==> config.mk <==
export PLATFORM = sky130hd
export DESIGN_NAME = dqsen_cal_seq
export DESIGN_NICKNAME = d
export VERILOG_FILES = /design/src/rtl/dqsen_pkg.sv /design/src/rtl/dqsen_burst.sv /design/src/rtl/dqsen_sweep.sv /design/src/rtl/dqsen_result_file.sv /design/src/rtl/dqsen_cal_seq.sv
export SDC_FILE = /design/constraint.sdc
export NUM_CORES = 1
export LEC_CHECK = 0
export BUFFER_PORTS_ARGS = -buffer_cell sky130_fd_sc_hd__clkbuf_2
export CORE_MARGIN = 10
export CORE_UTILIZATION = 45
export DETAILED_ROUTE_END_ITERATION = 12
export HOLD_SLACK_MARGIN = 0.15
export PLACE_DENSITY = 0.65
export SLEW_MARGIN = 20
export SYNTH_ARGS = -nofsm -noshare
export SYNTH_HDL_FRONTEND = slang
export SYNTH_SLANG_ARGS = --single-unit
==> constraint.sdc <==
create_clock -name clk -period 4.1 [get_ports clk]
set_input_delay 0.205 -clock clk [delete_from_list [all_inputs] [get_ports clk]]
set_output_delay 0.205 -clock clk [all_outputs]
set_load 0.02 [all_outputs]
==> src/rtl/dqsen_pkg.sv <==
package dqsen_pkg;
  typedef enum logic [2:0] {
    S_IDLE,
    S_LAUNCH,
    S_BURST,
    S_WAIT,
    S_DONE
  } seq_state_t;
endpackage

==> src/rtl/dqsen_burst.sv <==
module dqsen_burst #(
  parameter int BURST_LEN = 4
) (
  input  logic clk,
  input  logic rst_n,
  input  logic go,
  input  logic cmd_ready,
  output logic cmd_valid,
  output logic burst_sent
);
  localparam int CNT_W = (BURST_LEN > 1) ? $clog2(BURST_LEN) : 1;
  localparam logic [CNT_W-1:0] LAST_IDX = CNT_W'(BURST_LEN - 1);

  logic             active_q;
  logic             gap_q;
  logic [CNT_W-1:0] cnt_q;
  logic             xfer;

  assign cmd_valid  = active_q & ~gap_q;
  assign xfer       = cmd_valid & cmd_ready;
  assign burst_sent = xfer & (cnt_q == LAST_IDX);

  always_ff @(posedge clk) begin
    if (!rst_n) begin
      active_q <= 1'b0;
      gap_q    <= 1'b0;
      cnt_q    <= '0;
    end else if (go) begin
      active_q <= 1'b1;
      gap_q    <= 1'b0;
      cnt_q    <= '0;
    end else if (xfer) begin
      if (cnt_q == LAST_IDX) begin
        active_q <= 1'b0;
      end else begin
        cnt_q <= cnt_q + 1'b1;
        gap_q <= 1'b1;
      end
    end else begin
      gap_q <= 1'b0;
    end
  end
endmodule

==> src/rtl/dqsen_sweep.sv <==
module dqsen_sweep #(
  parameter int DLY_BITS = 3,
  parameter int LAT_MAX  = 3,
  localparam int LAT_W   = (LAT_MAX > 0) ? $clog2(LAT_MAX + 1) : 1
) (
  input  logic                clk,
  input  logic                rst_n,
  input  logic                clear,
  input  logic                step,
  output logic [DLY_BITS-1:0] delay,
  output logic [LAT_W-1:0]    lat,
  output logic                exhausted
);
  localparam logic [DLY_BITS-1:0] DLY_TOP = '1;
  localparam logic [LAT_W-1:0]    LAT_TOP = LAT_W'(LAT_MAX);

  assign exhausted = (delay == DLY_TOP) && (lat == LAT_TOP);

  always_ff @(posedge clk) begin
    if (!rst_n || clear) begin
      delay <= '0;
      lat   <= '0;
    end else if (step) begin
      if (delay == DLY_TOP) begin
        delay <= '0;
        lat   <= lat + 1'b1;
      end else begin
        delay <= delay + 1'b1;
      end
    end
  end
endmodule

==> src/rtl/dqsen_result_file.sv <==
module dqsen_result_file #(
  parameter int NUM_GROUPS = 4,
  parameter int DLY_BITS   = 3,
  parameter int LAT_W      = 2,
  localparam int GRP_W     = (NUM_GROUPS > 1) ? $clog2(NUM_GROUPS) : 1
) (
  input  logic                clk,
  input  logic                rst_n,
  input  logic                wr_en,
  input  logic [GRP_W-1:0]    wr_sel,
  input  logic [DLY_BITS-1:0] wr_delay,
  input  logic [LAT_W-1:0]    wr_lat,
  input  logic [GRP_W-1:0]    rd_sel,
  output logic [DLY_BITS-1:0] rd_delay,
  output logic [LAT_W-1:0]    rd_lat
);
  localparam logic [GRP_W:0] NG = NUM_GROUPS[GRP_W:0];

  logic [DLY_BITS-1:0] dly_q [NUM_GROUPS];
  logic [LAT_W-1:0]    lat_q [NUM_GROUPS];

  for (genvar g = 0; g < NUM_GROUPS; g++) begin : g_entry
    always_ff @(posedge clk) begin
      if (!rst_n) begin
        dly_q[g] <= '0;
        lat_q[g] <= '0;
      end else if (wr_en && (wr_sel == GRP_W'(g))) begin
        dly_q[g] <= wr_delay;
        lat_q[g] <= wr_lat;
      end
    end
  end

  always_comb begin
    rd_delay = '0;
    rd_lat   = '0;
    if ({1'b0, rd_sel} < NG) begin
      rd_delay = dly_q[rd_sel];
      rd_lat   = lat_q[rd_sel];
    end
  end
endmodule

==> src/rtl/dqsen_cal_seq.sv <==
module dqsen_cal_seq
  import dqsen_pkg::*;
#(
  parameter int NUM_GROUPS = 4,
  parameter int DQ_BITS    = 8,
  parameter int DLY_BITS   = 3,
  parameter int LAT_MAX    = 3,
  parameter int BURST_LEN  = 4,
  localparam int GRP_W     = (NUM_GROUPS > 1) ? $clog2(NUM_GROUPS) : 1,
  localparam int LAT_W     = (LAT_MAX > 0) ? $clog2(LAT_MAX + 1) : 1
) (
  input  logic                clk,
  input  logic                rst_n,
  input  logic                start,
  output logic                busy,
  output logic                done,
  output logic                fail,
  output logic [GRP_W-1:0]    fail_group,
  output logic                cmd_valid,
  input  logic                cmd_ready,
  output logic [GRP_W-1:0]    cmd_group,
  input  logic                rd_done,
  input  logic [DQ_BITS-1:0]  pass_vec,
  output logic [DLY_BITS-1:0] dqsen_delay,
  output logic [LAT_W-1:0]    vfifo_lat,
  input  logic [GRP_W-1:0]    res_sel,
  output logic [DLY_BITS-1:0] res_delay,
  output logic [LAT_W-1:0]    res_lat
);
  localparam logic [GRP_W-1:0] LAST_GRP = GRP_W'(NUM_GROUPS - 1);

  seq_state_t       state_q;
  logic [GRP_W-1:0] grp_q;
  logic             start_ok, take, hit, last_grp;
  logic             sw_clear, sw_step, exhausted, burst_sent, go;

  assign start_ok = start && (state_q == S_IDLE || state_q == S_DONE);
  assign take     = (state_q == S_WAIT) && rd_done;
  assign hit      = |pass_vec;
  assign last_grp = (grp_q == LAST_GRP);
  assign go       = (state_q == S_LAUNCH);
  assign sw_clear = start_ok || (take && hit && !last_grp);
  assign sw_step  = take && !hit && !exhausted;

  assign busy      = (state_q == S_LAUNCH) || (state_q == S_BURST) || (state_q == S_WAIT);
  assign done      = (state_q == S_DONE);
  assign cmd_group = grp_q;

  always_ff @(posedge clk) begin
    if (!rst_n) begin
      state_q    <= S_IDLE;
      grp_q      <= '0;
      fail       <= 1'b0;
      fail_group <= '0;
    end else begin
      case (state_q)
        S_IDLE, S_DONE: begin
          if (start_ok) begin
            state_q    <= S_LAUNCH;
            grp_q      <= '0;
            fail       <= 1'b0;
            fail_group <= '0;
          end
        end
        S_LAUNCH: state_q <= S_BURST;
        S_BURST:  if (burst_sent) state_q <= S_WAIT;
        S_WAIT: begin
          if (take) begin
            if (hit) begin
              if (last_grp) begin
                state_q <= S_DONE;
              end else begin
                grp_q   <= grp_q + 1'b1;
                state_q <= S_LAUNCH;
              end
            end else if (exhausted) begin
              fail       <= 1'b1;
              fail_group <= grp_q;
              state_q    <= S_DONE;
            end else begin
              state_q <= S_LAUNCH;
            end
          end
        end
        default: state_q <= S_IDLE;
      endcase
    end
  end

  dqsen_burst #(.BURST_LEN(BURST_LEN)) u_burst (
    .clk(clk), .rst_n(rst_n), .go(go), .cmd_ready(cmd_ready),
    .cmd_valid(cmd_valid), .burst_sent(burst_sent)
  );

  dqsen_sweep #(.DLY_BITS(DLY_BITS), .LAT_MAX(LAT_MAX)) u_sweep (
    .clk(clk), .rst_n(rst_n), .clear(sw_clear), .step(sw_step),
    .delay(dqsen_delay), .lat(vfifo_lat), .exhausted(exhausted)
  );

  dqsen_result_file #(.NUM_GROUPS(NUM_GROUPS), .DLY_BITS(DLY_BITS), .LAT_W(LAT_W)) u_results (
    .clk(clk), .rst_n(rst_n), .wr_en(take && hit), .wr_sel(grp_q),
    .wr_delay(dqsen_delay), .wr_lat(vfifo_lat),
    .rd_sel(res_sel), .rd_delay(res_delay), .rd_lat(res_lat)
  );
endmodule

Word level (Yosys, flattened, before mapping)

Memory sizes are Yosys's and may differ from the RTL's.
Index checks and enable logic that the tools add are counted.

Flip-flop bits (word level): 17
Bits of input ports: 15
Word-level logic and storage cells: 128
Output and inout port bits: 18
RAM bits: 20
Memories: 2

Memories:

| memory          | depth | width | read ports | clocked after memory_dff | wr ports | line                    | RTL |
|---|---|---|---|---|---|---|---|
| u_results.dly_q | 4     | 3     | 1          | 0                        | 4        | dqsen_result_file.sv:19 | `logic [DLY_BITS-1:0] dly_q [NUM_GROUPS];` |
| u_results.lat_q | 4     | 2     | 1          | 0                        | 4        | dqsen_result_file.sv:20 | `logic [LAT_W-1:0] lat_q [NUM_GROUPS];` |

Equal/unequal tests: 17
Reductions and logical operators: 35
Bitwise operators: 15
Mux-type cells: 46
$add $sub $neg: 4

Operators by type and width:

| operator                                                         | number |
|---|---|
| 3-bit 2-to-1 mux                                                 | 11 |
| 2-bit 2-to-1 mux                                                 | 11 |
| 1-bit 2-to-1 mux                                                 | 20 |
| 2-bit inequality test (second input constant)                    | 7 |
| 3-bit one-hot mux with 4 select lines                            | 1 |
| 1-bit logical AND                                                | 11 |
| 5-bit AND reduction                                              | 2 |
| 2-bit == test (second input constant)                            | 4 |
| 1-bit bitwise OR                                                 | 8 |
| 2-bit one-hot mux with 2 select lines                            | 2 |
| 8-bit OR reduction                                               | 1 |
| 2-bit by 1-bit adder with 2-bit output (second input constant)   | 3 |
| 3-bit by 2-bit == test with 1-bit output (second input constant) | 2 |
| 3-bit == test (second input constant)                            | 2 |
| 2-bit AND reduction                                              | 3 |
| 2-bit nonzero test                                               | 3 |
| 1-bit logical OR                                                 | 5 |
| 1-bit logical NOT                                                | 4 |
| 1-bit NOT                                                        | 4 |
| 2-bit OR reduction                                               | 2 |
| 3-bit by 1-bit adder with 3-bit output (second input constant)   | 1 |
| 1-bit AND                                                        | 3 |
| 3-bit by 1-bit == test with 1-bit output (second input constant) | 1 |
| 3-bit logical NOT                                                | 1 |
| other kinds (5)                                                  | 5 |

Logic depth before layout (Yosys ltp)

Gate-level depths: netlist (run 1).

Depth after elaboration: 8
Mapped depth: 6
Depth with buffers taken out: 6

Hierarchy

Synthesis (run 1) repeated with hierarchy kept, for this count alone.

Cell total of the unflattened synthesis: 157
Area, all modules: 1875.5 µm²

Modules (own cells, without submodules):

| module            | cells each | times used | sequential area each (µm²) | area each (µm²) |
|---|---|---|---|---|
| dqsen_result_file | 57         | 1          | 600.6                      | 924.6 |
| dqsen_cal_seq     | 56         | 1          | 160.2                      | 484.2 |
| dqsen_sweep       | 26         | 1          | 100.1                      | 272.8 |
| dqsen_burst       | 18         | 1          | 80.1                       | 193.9 |

Least setup slack after synthesis (run 1)

Ideal clock, no wire load.

Path kind: register to register
Start point: register u_sweep.delay[0]
End point: register u_sweep.delay[1]
Required time: 4.031 ns
Cell stages (with the launch flop): 7
Arrival: 1.688 ns
Setup slack: 2.343 ns
Buffers on the path: 0
Library setup time: 0.069 ns
Clock period less this slack: 1.757 ns
Path through: dfxtp_1 -> ha_1 -> ha_1 -> and2_1 -> nand4b_4 -> or3b_1 -> a21oi_2

Longest elaborated chain between the ends: 4
Elaborated cells on any way between the ends: 6
Those cells by class: add/sub: 1; eq/ne: 1; mux: 1; reduce/logical: 3

RTL lines:

| what                                                                                           | line              | RTL |
|---|---|---|
| start: declaration                                                                             | dqsen_sweep.sv:10 | `output logic [DLY_BITS-1:0] delay,` |
| start signal: assignment                                                                       | dqsen_sweep.sv:28 | `delay <= delay + 1'b1;` |
| parallel branches: the longest is 4 deep, another holds 3-bit by 1-bit adder with 3-bit output | n/a               |  |

Several ways; the timed one is not identified.
A chain may end at the register's enable or synchronous reset.

==> impl_metrics.ini, run 1 <==
[timing]
rsz0062_at_grt = no
clock_skew_ns = 0.00487
fin_tns_setup_ns = 0
slew_viol_final = 0
final_hold_viol_count = 0
tightest_slew_ns = 0.744
worst_slack_ns = 2.12
clock.fmax_ghz = 0.505
period_share = 0.483
relSlewSlack = 0.504
min_period_ns = 1.98
setup_viol = 0

[cells_and_area]
fillers = 358
fin_nets = 213
fin_util = 0.545
area_growth_pct = 16.5
drive_gt1_frac = 0.262
insertedDiodeCount = 0

[detailed_routing]
via_per_inst = 5.59
routed_wl_mm = 3.98
ant_nets = 0
dr.first_iter.drc_count = 94
dr.pass1.iters = 4
vias = 1348
avgRoutedWirePerCell_um = 16.5
drc = 0

[setup_path]
crit_path_end_kind = flop
cpMostUsedCell = nand2_1
cp-start-kind = flop
crit_fanout = 24
path_buf_inv = 0
cp.required_ns = 4.07
reg2reg_from = state_q[1]
slowest_delay_ns = 0.64
critical_path_class = reg -> reg
rr_worst_depth = 4
crit_family = compound AO/OA/AOI/OAI gates
timing.reg2reg.setup_slack_ns = 2.12
worst_path_max_delay_cell = a21oi_2
crit_path_cell_trace = nand4b_1, a21oi_2, nand2_1, nand2_1
r2r_end = u_results.lat_q[2][1]
critPathArrivalTime_ns = 1.95

[logic_synthesis]
ys_ff_latch = 37
ys.flop_type = edfxtp_1
ys_top_cells_by_count = and4_1 (20), edfxtp_1 (20), nand2_1 (18), dfxtp_1 (17), nor2_1 (9)
yosysTopAreaCellShare = 0.321
ys.warnings.count = 0
syn_nets = 181
synth_area_um2 = 1870
synth.distinct_cells = 36
synth-edff-count = 20
async_flop_share = 0
synth_top_cell_by_area = edfxtp_1
syn_inst = 158
seq_area_frac_synth = 0.503
synthTopCellsByArea = edfxtp_1 (32%), dfxtp_1 (18%), and4_1 (9.4%), mux4_2 (6.0%), ha_1 (5.3%)
syn_avg_cell_area_um2 = 11.8

[hold_path]
hold_depth = 2
min_path_type = in -> reg
hold_end = state_q[1]
hp-start = rd_done

[floorplan]
std_cell_rows = 23
die_h_um = 84.5
die_area_um2 = 7140
fp.coreArea_um2 = 4000
floorplan.initialDensity = 0.468
die_w_um = 84.5
io_pins = 33

[global_routing]
grt_pass1_vias = 1404
grt_max_degree = 38
gr-total-overflow = 0
grt_use_total = 0.114
antenna_found_initial = 0
grt_pass1_wl_mm = 6.76

[clock_network]
cts.path.max_buffers = 2
cts_buffers = 5
insertion_delay_ns = 0.28
postCtsResizedCells = 0
clkSlewWorstSetupHoldPaths_ns = 0.07
clockRootBuffer = clkbuf_8
holdBufCountCts = 0
htree_levels = 2
cts_tree = yes
post_cts_buffers = 0
cts.sinks = 37

[power]
vdd_ir_drop_max_mv = 0.157
cellPowerDensity_nw_per_um2 = 356
p_leak_nw = 0.918

[place]
gp_congestion = 0.804
dp_slack_ns = 1.78
portBuffers = 32
dpl.hpwl_mm = 3.12

[outcome]
status = completed

[flow_run]
maxCapViolCount = 0
[kinds of logic after synthesis]
family | count (synthesis) | share of synthesized area
and+or+nand+nor | 74 | 0.269
DFF | 37 | 0.503
muxes | 7 | 0.0709
xor gates and xnor gates | 2 | 0.00936
AOI/OAI and AO/OA | 20 | 0.0735
buffers and inverters | 10 | 0.0207
adders and majority gates | 8 | 0.0535
[layout by cell type, fill, tap and decap left out, types with 2 or more instances in the layout]
| master | netlist | final |
|---|---|---|
| a21boi_0 | 4 | 4 |
| a21oi_1 | 3 | 2 |
| a21oi_2 | 1 | 2 |
| and2_1 | 3 | 3 |
| and4_1 | 20 | 20 |
| clkbuf_2 | 0 | 32 |
| clkbuf_8 | 0 | 5 |
| dfxtp_1 | 17 | 17 |
| edfxtp_1 | 20 | 20 |
| ha_1 | 8 | 8 |
| inv_1 | 3 | 3 |
| mux2i_1 | 2 | 2 |
| mux4_2 | 5 | 5 |
| nand2_1 | 18 | 18 |
| nand3_1 | 2 | 2 |
| nand3b_1 | 3 | 3 |
| nand4_1 | 3 | 3 |
| nand4b_1 | 2 | 2 |
| nor2_1 | 9 | 9 |
| nor2b_1 | 2 | 2 |
| nor3_1 | 3 | 3 |
| nor4_4 | 2 | 2 |
| o211a_1 | 2 | 2 |
| o21a_1 | 2 | 2 |
| o21ai_0 | 5 | 5 |
| or3_1 | 2 | 2 |
[worst register-to-register path: cells and delay by family (launching register included)]
| kind | cells | cell delay (ns) |
|---|---|---|
| AO/OA/AOI/OAI | 1 | 0.64 |
| flip-flops | 1 | 0.43 |
| AND/OR/NAND/NOR | 3 | 0.60 |
[layer usage]
layer  share of wire  up-vias  global-route usage
met3           0.059        6              0.0425
li1                -      680                   -
met5               0        -                   0
met2            0.50       37               0.193
met1            0.43      625               0.129
met4           0.014        0              0.0374
[state kept, by name, summed over array words and instances, names as in the netlist]
name	flops
u_results.lat_q	8
u_burst.active_q	1
u_results.dly_q	12
fail	1
u_burst.cnt_q	2
state_q	3
fail_group	2
u_burst.gap_q	1
u_sweep.delay	3
u_sweep.lat	2
cmd_group	2
[how the worst max path moves through the flow]
stage / start / end / slack (ns) / cells past startpoint
finish: state_q[1] / u_results.lat_q[2][1] / 2.12 / 4
global route: state_q[1] / u_results.dly_q[2][0] / 1.88 / 4
CTS: state_q[1] / u_results.lat_q[2][1] / 1.77 / 4
detailed placement: state_q[1] / u_results.dly_q[2][0] / 1.78 / 4
global placement: state_q[1] / u_results.lat_q[0][0] / 1.92 / 4
floorplan: u_sweep.delay[0] / u_sweep.delay[1] / 2.34 / 6
[report_power, final]
group | switching [mW] | leakage (nW) | internal (mW)
clock network | 0.128 | 0.0518 | 0.179
registers | 0.00668 | 0.340 | 0.400
logic | 0.0395 | 0.526 | 0.0241
[cell type report]
class | instances | area [µm²] | share of cell area
clock buffer | 5 | 68.8 | 0.0316
clock inverter | 3 | 41.3 | 0.0189
inverter | 3 | 11.3 | 0.00516
multi-input combinational | 111 | 896 | 0.411
sequential | 37 | 941 | 0.431
tap | 50 | 62.6 | 0.0287
timing repair buffer | 32 | 160 | 0.0734
[metrics by stage]
| step | instances | power, mW | hold slack (ns) | cell area, µm² |
|---|---|---|---|---|
| 4_1_cts | 241 | 0.782 | 0.157 | 2180 |
| 2_1_floorplan | 158 | 0.455 | 0.314 | 1870 |
| 3_5_place_dp | 233 | 0.480 | 0.457 | 2070 |
| 6_report | 241 | 0.777 | 0.164 | 2180 |
| 3_3_place_gp | 233 | 0.478 | 0.451 | 2070 |
| 5_1_grt | 241 | 0.805 | 0.184 | 2180 |
Power figures use the tool's default switching activity.
==> run 2: changes to the inputs <==
--- a/config.mk
+++ b/config.mk
@@ -10,7 +10,7 @@
 export CORE_UTILIZATION = 45
 export DETAILED_ROUTE_END_ITERATION = 12
 export HOLD_SLACK_MARGIN = 0.15
-export PLACE_DENSITY = 0.65
+export PLACE_DENSITY = 0.68
 export SLEW_MARGIN = 20
 export SYNTH_ARGS = -nofsm -noshare
 export SYNTH_HDL_FRONTEND = slang
==> constraint.sdc (replaced) <==
create_clock -name clk -period 1.7 [get_ports clk]
set_input_delay 0.085 -clock clk [delete_from_list [all_inputs] [get_ports clk]]
set_output_delay 0.085 -clock clk [all_outputs]
set_load 0.02 [all_outputs]
==> impl_metrics.ini, run 2 (synthesized netlist as in run 1, its figures left out) <==
[power]
p_leak_nw = 0.978
cellPowerDensity_nw_per_um2 = 750
vdd_ir_drop_max_mv = 0.538

[hold_path]
min_path_type = in -> reg
hold_depth = 5

[setup_path]
timing.reg2reg.setup_slack_ns = 0.06
r2r_end = u_sweep.delay[1]
critical_path_class = reg -> reg
cp.required_ns = 1.91
crit_path_end_kind = flop
reg2reg_from = u_sweep.delay[0]
critPathArrivalTime_ns = 1.85
crit_fanout = 4
worstSetupStartpoint = u_sweep.delay[0]
rr_worst_depth = 6
cp-start-kind = flop
timing.critical_path.to = u_sweep.delay[1]

[global_routing]
gr-total-overflow = 0
grt_util_met1 = 0.109
use_met2 = 0.205
grt_busiest_layer = met2
grt_use_total = 0.110
grt_pass1_vias = 1414
grt_max_degree = 38
use_met3 = 0.0454
antenna_found_initial = 0
grt_pass1_wl_mm = 6.49

[cells_and_area]
area_growth_pct = 21.8
fin_cells = 254
fillers = 335
mostFrequentLayoutCell = clkbuf_2
fin_util = 0.570
insertedDiodeCount = 0
largest_reg_flops = 12
reg_top3 = u_results.dly_q (12), u_results.lat_q (8)
regMostFlops = u_results.dly_q
final_cell_mix = clkbuf_2 (32), and4_1 (20), edfxtp_1 (20)
fin_nets = 226
drive_gt1_frac = 0.343

[detailed_routing]
dr.pass1.iters = 4
dr.first_iter.drc_count = 122
vias = 1402
ant_nets = 0
via_per_inst = 5.52
avgRoutedWirePerCell_um = 15.7
drc = 0
routed_wl_mm = 3.98

[clock_network]
clkSlewWorstSetupHoldPaths_ns = 0.07
cts_tree = yes
htree_levels = 2
insertion_delay_ns = 0.28
post_cts_buffers = 0
cts.path.max_buffers = 2
cts_buffers = 5
cts.sinks = 37
clockRootBuffer = clkbuf_8

[place]
dp_slack_ns = -0.00469
portBuffers = 32
gp_congestion = 0.829
placedCellCount = 243
dpl.hpwl_mm = 3.19

[outcome]
status = completed

[timing]
worst_slack_ns = 0.0618
clock_skew_ns = 0.00359
hold_ws_ns = 0.244
period_share = 0.964
relSlewSlack = 0.594
slew_viol_final = 0
min_period_ns = 1.64
tightest_slew_ns = 0.609
rsz0062_at_grt = no
clock.fmax_ghz = 0.610
final_hold_viol_count = 0
fin_tns_setup_ns = 0
setup_viol = 0

[floorplan]
die_h_um = 84.5
floorplan.initialDensity = 0.468
std_cell_rows = 23
fp.coreArea_um2 = 4000
die_area_um2 = 7140
die_w_um = 84.5
io_pins = 33

[flow_run]
maxCapViolCount = 0
==> run 2: cell types whose count changed in the layout (fill, tap and decap cells not counted), moves of 2 or more <==
cell           previous run  this run
dlygate4sd3_1             0         3
clkinv_2                  0         2
dfxtp_2                   0         4
nand2_2                   0         3
nand2_1                  18        15
dfxtp_1                  17        13
buf_4                     0        10
==> run 2: cell type report <==
cell class,instances,area (µm²),area share
flip-flops and latches,37,946,0.415
clock inverters,2,10.0,0.00439
clock buffers,6,72.6,0.0318
well taps,50,62.6,0.0274
repair buffers,45,265,0.116
inverters,3,11.3,0.00494
multi-input cells,111,912,0.400
==> run 2: power by group <==
part,switching [mW],internal [mW],leakage [nW]
logic,0.0978,0.0660,0.592
registers,0.0150,0.967,0.342
clock network,0.281,0.283,0.0450
total,0.394,1.32,0.978
==> run 2: worst min path at each step <==
stage | start | endpoint | slack [ns]
global placement | rd_done | state_q[1] | 0.33
finish | pass_vec[2] | u_sweep.delay[0] | 0.24
detailed placement | rd_done | state_q[1] | 0.33
CTS | pass_vec[2] | u_sweep.delay[0] | 0.23
floorplan | rd_done | state_q[1] | 0.19
global route | pass_vec[3] | u_sweep.delay[1] | 0.25
==> run 2: per-stage QoR <==
step	power (mW)	instance area (µm²)
2_1_floorplan	1.10	1870
4_1_cts	1.73	2260
6_report	1.71	2280
3_3_place_gp	1.15	2140
3_5_place_dp	1.16	2140
5_1_grt	1.79	2280
==> run 2: critical path, cell delays in order (launching register included) <==
cell and delay (ns):
dfxtp_2 0.32, ha_1 0.20, ha_2 0.20, and2_4 0.15, nand4b_4 0.17, or3b_4 0.40, a21oi_2 0.13
==> run 2: timing repair <==
| action | CTS | global route |
|---|---|---|
| pin swaps | 1 | 0 |
| resized for setup | 2 | 7 |
| endpoints found under the setup margin | 1 | 28 |
| hold endpoints to repair | 4 | 0 |
| hold buffers | 3 | 0 |
==> run 2: metal layers <==
metal | wire, µm | part of all wire
met3 | 250 | 0.063
met1 | 1610 | 0.40
met2 | 2090 | 0.52
met4 | 31 | 0.0078
met5 | 0 | 0
==> run 3: changes to the inputs <==
--- a/config.mk
+++ b/config.mk
@@ -7,10 +7,10 @@
 export LEC_CHECK = 0
 export BUFFER_PORTS_ARGS = -buffer_cell sky130_fd_sc_hd__clkbuf_2
 export CORE_MARGIN = 10
-export CORE_UTILIZATION = 45
+export CORE_UTILIZATION = 40
 export DETAILED_ROUTE_END_ITERATION = 12
 export HOLD_SLACK_MARGIN = 0.15
-export PLACE_DENSITY = 0.68
+export PLACE_DENSITY = 0.62
 export SLEW_MARGIN = 20
 export SYNTH_ARGS = -nofsm -noshare
 export SYNTH_HDL_FRONTEND = slang
==> impl_metrics.ini, run 3 (synthesized netlist as in run 1, its figures left out) <==
[clock_network]
cts_buffers = 5
cts.path.max_buffers = 2
clkSlewWorstSetupHoldPaths_ns = 0.07
clockRootBuffer = clkbuf_8
post_cts_buffers = 0
htree_levels = 2
cts.sinks = 37
cts_tree = yes
insertion_delay_ns = 0.28

[flow_run]
maxCapViolCount = 0

[cells_and_area]
regMostFlops = u_results.dly_q
mostFrequentLayoutCell = clkbuf_2
fin_nets = 229
area_growth_pct = 22.3
largest_reg_flops = 12
fin_area_um2 = 2290
reg_top3 = u_results.dly_q (12), u_results.lat_q (8)
insertedDiodeCount = 0
final_cell_mix = clkbuf_2 (32), and4_1 (20), edfxtp_1 (20)
drive_gt1_frac = 0.324

[detailed_routing]
routed_wl_mm = 4.18
vias = 1417
dr.pass1.iters = 4
avgRoutedWirePerCell_um = 16.1
dr.first_iter.drc_count = 115
drc = 0
via_per_inst = 5.47
ant_nets = 0

[setup_path]
critical_path_class = reg -> reg
crit_fanout = 4
slowest_delay_ns = 0.40
critPathArrivalTime_ns = 1.81
crit_path_end_kind = flop
crit_path_cell_trace = ha_1, ha_2, and2_4, nand4b_4, or3b_4, a21oi_2
cp-start-kind = flop
cp.required_ns = 1.90
worst_path_max_delay_cell = or3b_4
path_buf_inv = 0
crit_family = simple AND/OR/NAND/NOR gates

[timing]
clock.fmax_ghz = 0.623
final_hold_viol_count = 0
period_share = 0.944
clock_skew_ns = 0.00562
fin_tns_setup_ns = 0
relSlewSlack = 0.603
rsz0062_at_grt = no
tightest_slew_ns = 0.596
setup_viol = 0
slew_viol_final = 0
min_period_ns = 1.60

[place]
gp_congestion = 0.769
portBuffers = 32
dpl-instance-area_um2 = 2170
dpl.hpwl_mm = 3.33

[global_routing]
grt_pass1_wl_mm = 6.85
gr-total-overflow = 0
grt_pass1_vias = 1480
grt_max_degree = 38
antenna_found_initial = 0
grt_use_total = 0.111

[floorplan]
die_w_um = 88.4
die_h_um = 88.4
std_cell_rows = 24
die_area_um2 = 7820
io_pins = 33
floorplan.initialDensity = 0.421
fp.coreArea_um2 = 4440

[power]
power_mw = 1.72
p_leak_nw = 0.993
cellPowerDensity_nw_per_um2 = 753
vdd_ir_drop_max_mv = 0.350

[outcome]
status = completed

[hold_path]
min_path_type = in -> reg
==> run 3: changes by cell type in the layout (fill, tap and decap cells not counted), sizes merged <==
cell	before	now
buf	10	13
==> run 3: per-layer routing <==
metal | up-vias | track usage | routed length (µm)
met3 | 2 | 0.0395 | 290
li1 | 707 | - | -
met4 | 0 | 0.0294 | 19
met1 | 671 | 0.123 | 1760
met5 | - | 0 | 0
met2 | 37 | 0.196 | 2110
==> run 3: final timing paths <==
path	from	endpoint	slack (ns)	cells past startpoint
worst max-delay path	u_sweep.delay[0]	u_sweep.delay[1]	0.1	6
worst max register to register	u_sweep.delay[0]	u_sweep.delay[1]	0.1	6
worst min-delay path	pass_vec[2]	u_sweep.delay[1]	0.38	6
worst min register to register	fail	fail	0.50	1
==> run 3: timing repair <==
item	4_1_cts	5_1_grt
endpoints found under the hold margin	3	0
gates resized for setup	0	3
setup endpoints to repair	0	2
hold buffers	3	0
==> run 3: area by class of cell <==
class	instances	area [µm²]
clock buffers	6	72.6
inverters	3	11.3
multi-input cells	111	900
repair buffers	48	288
well taps	52	65.1
clock inverters	2	10.0
fillers	422	2150
flip-flops and latches	37	943
==> run 3: power breakdown <==
group          switching, mW  internal, mW
logic                 0.0986        0.0662
registers             0.0144         0.965
clock network          0.295         0.284
==> run 3: through the flow <==
| step | hold WS [ns] | cells | setup slack [ns] | utilization |
|---|---|---|---|---|
| floorplan | 0.194 | 158 | 0.00187 | - |
| global placement | 0.320 | 248 | 0.0629 | 0.488 |
| detailed placement | 0.357 | 248 | 0.0200 | 0.488 |
| CTS | 0.392 | 259 | 0.00107 | 0.514 |
| global route | 0.406 | 259 | 0.0166 | 0.515 |
| finish | 0.378 | 259 | 0.0957 | 0.515 |
==> run 3: worst reg2reg max path, delay by kind of cell, from the launching register on <==
family | cells | cell delay, ns
AOI/OAI and AO/OA | 1 | 0.11
DFF | 1 | 0.32
adders and majority gates | 2 | 0.38
and+or+nand+nor | 3 | 0.71
